==> src/rtl/flow_xon_pkg.sv <==
package flow_xon_pkg;

    localparam int unsigned CHAR_W = 8;

    typedef enum logic {
        INS_XON  = 1'b0,
        INS_XOFF = 1'b1
    } ins_kind_e;

    typedef struct packed {
        logic      req;
        ins_kind_e kind;
        logic      xoff_sent;
    } send_state_t;

    typedef struct packed {
        logic              paused;
        logic              wr;
        logic [CHAR_W-1:0] data;
    } recv_state_t;

endpackage

==> src/rtl/flow_char_match.sv <==
module flow_char_match
    import flow_xon_pkg::*;
(
    input  logic [CHAR_W-1:0] char_in,
    input  logic [CHAR_W-1:0] xon_code,
    input  logic [CHAR_W-1:0] xoff_code,
    output logic              hit_xon,
    output logic              hit_xoff
);

    // Per-bit equality, reduced at the end.
    logic [CHAR_W-1:0] eq_on;
    logic [CHAR_W-1:0] eq_off;

    for (genvar b = 0; b < CHAR_W; b++) begin : g_bit
        assign eq_on[b]  = ~(char_in[b] ^ xon_code[b]);
        assign eq_off[b] = ~(char_in[b] ^ xoff_code[b]);
    end

    assign hit_xon  = &eq_on;
    assign hit_xoff = &eq_off;

endmodule

==> src/rtl/flow_rx_side.sv <==
module flow_rx_side
    import flow_xon_pkg::*;
(
    input  logic              clk,
    input  logic              rst_n,
    input  logic              obey_en,
    input  logic              rx_valid,
    input  logic [CHAR_W-1:0] rx_char,
    input  logic [CHAR_W-1:0] xon_code,
    input  logic [CHAR_W-1:0] xoff_code,
    output logic              paused,
    output logic              wr,
    output logic [CHAR_W-1:0] wr_data
);

    recv_state_t state_d, state_q;
    logic        is_xon, is_xoff;

    flow_char_match u_match (
        .char_in   (rx_char),
        .xon_code  (xon_code),
        .xoff_code (xoff_code),
        .hit_xon   (is_xon),
        .hit_xoff  (is_xoff)
    );

    always_comb begin
        state_d    = state_q;
        state_d.wr = 1'b0;
        if (!obey_en) begin
            state_d.paused = 1'b0;
        end
        if (rx_valid) begin
            if (obey_en && is_xoff) begin
                state_d.paused = 1'b1;
            end else if (obey_en && is_xon) begin
                state_d.paused = 1'b0;
            end else begin
                state_d.wr   = 1'b1;
                state_d.data = rx_char;
            end
        end
    end

    always_ff @(posedge clk or negedge rst_n) begin
        if (!rst_n) begin
            state_q <= '0;
        end else begin
            state_q <= state_d;
        end
    end

    assign paused  = state_q.paused;
    assign wr      = state_q.wr;
    assign wr_data = state_q.data;

endmodule

==> src/rtl/flow_tx_side.sv <==
module flow_tx_side
    import flow_xon_pkg::*;
#(
    parameter int unsigned LVL_W = 8
) (
    input  logic              clk,
    input  logic              rst_n,
    input  logic              send_en,
    input  logic [LVL_W-1:0]  fill,
    input  logic [LVL_W-1:0]  hi_level,
    input  logic [LVL_W-1:0]  lo_level,
    input  logic [CHAR_W-1:0] xon_code,
    input  logic [CHAR_W-1:0] xoff_code,
    input  logic              ack,
    output logic              req,
    output logic [CHAR_W-1:0] ins_char,
    output logic              xoff_sent
);

    send_state_t state_d, state_q;
    logic        at_high, at_low;

    assign at_high = (fill >= hi_level);
    assign at_low  = (fill <= lo_level);

    always_comb begin
        state_d = state_q;
        if (state_q.req) begin
            // Request is held until the transmitter takes it.
            if (ack) begin
                state_d.req       = 1'b0;
                state_d.xoff_sent = (state_q.kind == INS_XOFF);
            end
        end else if (send_en) begin
            if (!state_q.xoff_sent && at_high) begin
                state_d.req  = 1'b1;
                state_d.kind = INS_XOFF;
            end else if (state_q.xoff_sent && at_low) begin
                state_d.req  = 1'b1;
                state_d.kind = INS_XON;
            end
        end
    end

    always_ff @(posedge clk or negedge rst_n) begin
        if (!rst_n) begin
            state_q <= '{req: 1'b0, kind: INS_XON, xoff_sent: 1'b0};
        end else begin
            state_q <= state_d;
        end
    end

    assign req       = state_q.req;
    assign ins_char  = (state_q.kind == INS_XOFF) ? xoff_code : xon_code;
    assign xoff_sent = state_q.xoff_sent;

endmodule

==> src/rtl/flow_xon_ctrl.sv <==
module flow_xon_ctrl
    import flow_xon_pkg::*;
#(
    parameter int unsigned DEPTH = 128,
    localparam int unsigned LVL_W = $clog2(DEPTH + 1)
) (
    input  logic              clk,
    input  logic              rst_n,
    input  logic              cfg_send_en,
    input  logic              cfg_obey_en,
    input  logic [CHAR_W-1:0] cfg_xon_char,
    input  logic [CHAR_W-1:0] cfg_xoff_char,
    input  logic [LVL_W-1:0]  cfg_hi_level,
    input  logic [LVL_W-1:0]  cfg_lo_level,
    input  logic [LVL_W-1:0]  rx_fill,
    input  logic              rx_valid,
    input  logic [CHAR_W-1:0] rx_char,
    output logic              rx_wr,
    output logic [CHAR_W-1:0] rx_wr_char,
    output logic              tx_ins_req,
    output logic [CHAR_W-1:0] tx_ins_char,
    input  logic              tx_ins_ack,
    input  logic              cts_ok,
    output logic              tx_pause,
    output logic              tx_data_ok,
    output logic              st_xoff_sent
);

    flow_rx_side u_rx (
        .clk       (clk),
        .rst_n     (rst_n),
        .obey_en   (cfg_obey_en),
        .rx_valid  (rx_valid),
        .rx_char   (rx_char),
        .xon_code  (cfg_xon_char),
        .xoff_code (cfg_xoff_char),
        .paused    (tx_pause),
        .wr        (rx_wr),
        .wr_data   (rx_wr_char)
    );

    flow_tx_side #(
        .LVL_W (LVL_W)
    ) u_tx (
        .clk       (clk),
        .rst_n     (rst_n),
        .send_en   (cfg_send_en),
        .fill      (rx_fill),
        .hi_level  (cfg_hi_level),
        .lo_level  (cfg_lo_level),
        .xon_code  (cfg_xon_char),
        .xoff_code (cfg_xoff_char),
        .ack       (tx_ins_ack),
        .req       (tx_ins_req),
        .ins_char  (tx_ins_char),
        .xoff_sent (st_xoff_sent)
    );

    // A pending flow character wins over the next data byte.
    // The insertion itself ignores cts_ok and tx_pause.
    assign tx_data_ok = cts_ok && !tx_pause && !tx_ins_req;

endmodule

==> config.mk <==
export PLATFORM = sky130hd
export DESIGN_NAME = flow_xon_ctrl
export DESIGN_NICKNAME = d
export VERILOG_FILES = /design/src/rtl/flow_xon_pkg.sv /design/src/rtl/flow_char_match.sv /design/src/rtl/flow_rx_side.sv /design/src/rtl/flow_tx_side.sv /design/src/rtl/flow_xon_ctrl.sv
export SDC_FILE = /design/constraint.sdc
export NUM_CORES = 1
export LEC_CHECK = 0
export BUFFER_PORTS_ARGS = -buffer_cell sky130_fd_sc_hd__buf_2
export CAP_MARGIN = 20
export CORE_UTILIZATION = 35
export DETAILED_ROUTE_END_ITERATION = 10
export GPL_ROUTABILITY_DRIVEN = 0
export PLACE_DENSITY = 0.71
export SLEW_MARGIN = 20
export SYNTH_ARGS = -nofsm -noshare
export SYNTH_HDL_FRONTEND = slang
export SYNTH_SLANG_ARGS = --single-unit
==> constraint.sdc <==
create_clock -name clk -period 1.1 [get_ports clk]
set_input_delay 0.11 -clock clk [delete_from_list [all_inputs] [get_ports clk]]
set_output_delay 0.11 -clock clk [all_outputs]
set_load 0.005 [all_outputs]
==> out/metrics.cfg <==
[outcome]
status=complete, but fails checks
violations=negative setup slack

[floorplanning]
die_h_um=60.0
die_w_um=60.0
core-area_sq_mm=0.00313
start_util_pct=37.7
rows=20
die-area_sq_mm=0.00360
io_pins=76

[clock_tree]
cts.sinks=13
clockBufferDepth=2
insertion_delay_ns=0.27
cts_tree=done
clk_pin_slew_ns=0.08
cts_root_buffer=clkbuf_4
cts_made_buffers=3
h-tree-depth=1

[detailed_routing]
drt_iter0_drc=38
vias=1245
route.detailed.drc=0
wirelength_mm=3.67
wire_per_inst_um=13.9
dr.pass1.iters=4
vias_per_cell=4.72
detail-route-antenna-nets=0

[synth]
seq_area_frac_synth_pct=27.6
synth_cell_types=27
syn_nets=192
syn_inst=121
syn_area_sq_mm=0.00118
synth_seq_cells=13
ys_warn_count=0
syn_area_per_cell_sq_um=9.74

[finish]
fin_area_sq_mm=0.00210
instances_no_fill=264
syn_to_final_growth_pct=78.1
fillCellCount=254
final_cell_mix=buf_2, buf_6, buf_4, mux2_2, dfrtp_1
final_util_pct=67.1
nets=292
layout-drive-gt1-share_pct=65.0
layout_commonest_cell=buf_2
diodes=0

[sta]
slew_viol_final=0
tightest_slew_ns=0.307
finalCritPeriodShare_pct=125
rsz0062_at_grt=true
slew_headroom_pct=79.5
finalSetupTns_ns=-4.47
timing.fmax_mhz=726
setup_slack_ns=-0.277
period_minus_slack_ns=1.38
setup_viol=20
finalHoldViolations=0
finClkSkew_ns=0.0000989

[power]
internal-power_w=0.00146
seqPwrFrac_pct=29.3
comb_power_share_pct=57.3
power.density_mw_per_mm2=1040
swShare_pct=33.0
switching_power_w=0.000719
clkPwrFrac_pct=13.4
leakage_nw=1.05
vdd_drop_max_uv=805

[min_path]
hold_path.class=input pin to register

[placement]
preCtsSetupSlack_ns=-0.627
port_buffers=75
dp_cells=253
dp.final_hpwl_mm=2.86
place_area_sq_mm=0.00183

[global_route]
grt_overflow=0
grt_max_degree=14
grt_use_total_pct=20.7
antenna_found_initial=0
grt_pass1_vias=1279
grt_pass1_wl_mm=5.54

[critical_path]
crit_type=input pin to register
crit_path_start_kind=input pin
cp.arrival_ns=1.54
path_cells=buf_6, xor2_1, nor4_1, nand3_1, o211ai_4, buf_12, mux2_2
worstPathRequired_ns=1.26
critPathBufInv=2
cpPeakStageDelay_ns=0.33
crit_family=simple AND/OR/NAND/NOR gates
critPathSlowestCell=mux2_2
critPathMaxFanout=9
end_kind=register

[job]
drv_cap=0

layer usage:
metal	part of all wire [%]	up-vias	track usage, %
li1	-	622	-
met1	39	575	22.9
met2	55	40	41.3
met3	4.0	8	2.81
met4	1.7	0	3.99
met5	0	-	0
metrics by stage:
stage	hold WS, ns	total power (W)
2_1_floorplan	-0.186	0.00116
3_3_place_gp	0.0104	0.00161
3_5_place_dp	0.0203	0.00165
4_1_cts	0.0663	0.00215
5_1_grt	0.0748	0.00234
6_report	0.0782	0.00218
power by group through the flow:
stage                     Sequential (W)  Combinational [W]  Clock (W)
final                           0.000638            0.00125   0.000291
after global routing            0.000650            0.00136   0.000334
after CTS                       0.000637            0.00121   0.000302
after detailed placement        0.000693           0.000958          0
after global placement          0.000680           0.000929          0
after floorplan                 0.000631           0.000530          0
Yosys cell counts, drive strengths merged:
master    n  area (sq um)
xor2     11          96.3
inv      19          71.3
o211ai    1          21.3
xnor2     5          43.8
a211oi    1          7.51
nor3      1          5.00
nand4     3          18.8
dfrtp    13           325
nand2     4          15.0
o2bb2ai   1          8.76
ha       16           200
clkbuf    1          3.75
o21ai     2          10.0
or3       2          12.5
nor2      4          15.0
mux2     17           191
a21oi     5          25.0
nand3     3          15.0
nor3b     1          7.51
nand3b    1          7.51
o31a      1          8.76
a21o      3          22.5
a221o     1          10.0
nor4      2          12.5
a31o      1          8.76
o221ai    1          8.76
nand2b    1          6.26
sequential cells by signal, summed over array words and instances, names as in the netlist:
signal and flops:
u_tx.req 1, u_tx.state_q 1, u_rx.wr 1, u_tx.xoff_sent 1
u_rx.wr_data 8, u_rx.paused 1
final timing paths:
kind                                        end  slack, ns  depth (start not counted)            start
worst max-delay path            u_rx.wr_data[1]      -0.28                          7  cfg_xon_char[0]
worst min-delay path            u_rx.wr_data[7]       0.08                          2       rx_char[7]
worst max register to register  u_tx.state_q[1]      -0.05                          4         u_tx.req
max in group asynchronous       u_tx.state_q[1]       0.59                          2            rst_n
worst min register to register  u_rx.wr_data[7]       0.51                          1  u_rx.wr_data[7]
min in group asynchronous       u_rx.wr_data[5]       0.25                          2            rst_n
final cells by class:
class | instances | area, sq um | area share [%]
Clock buffer | 4 | 26.3 | 1.25
Tap cell | 44 | 55.1 | 2.62
Multi-Input combinational cell | 88 | 933 | 44.5
Inverter | 19 | 88.8 | 4.23
Sequential cell | 13 | 327 | 15.6
Timing Repair Buffer | 96 | 669 | 31.9
repair_timing:
| action | CTS | global route |
|---|---|---|
| gates resized for setup | 36 | 6 |
| setup endpoints to repair | 21 | 21 |
| pin swaps | 11 | 5 |
| hold buffers | 1 | 0 |
| setup buffers | 5 | 1 |
| hold endpoints to repair | 13 | 0 |
cells by family after synthesis:
| family | synth area share, % |
|---|---|
| mux | 16.2 |
| compound gates | 11.1 |
| buf+inv | 6.37 |
| simple gates | 9.77 |
| flops | 27.6 |
| fa+ha+maj | 17.0 |
| xor+xnor | 11.9 |
Power figures use the tool's default switching activity.
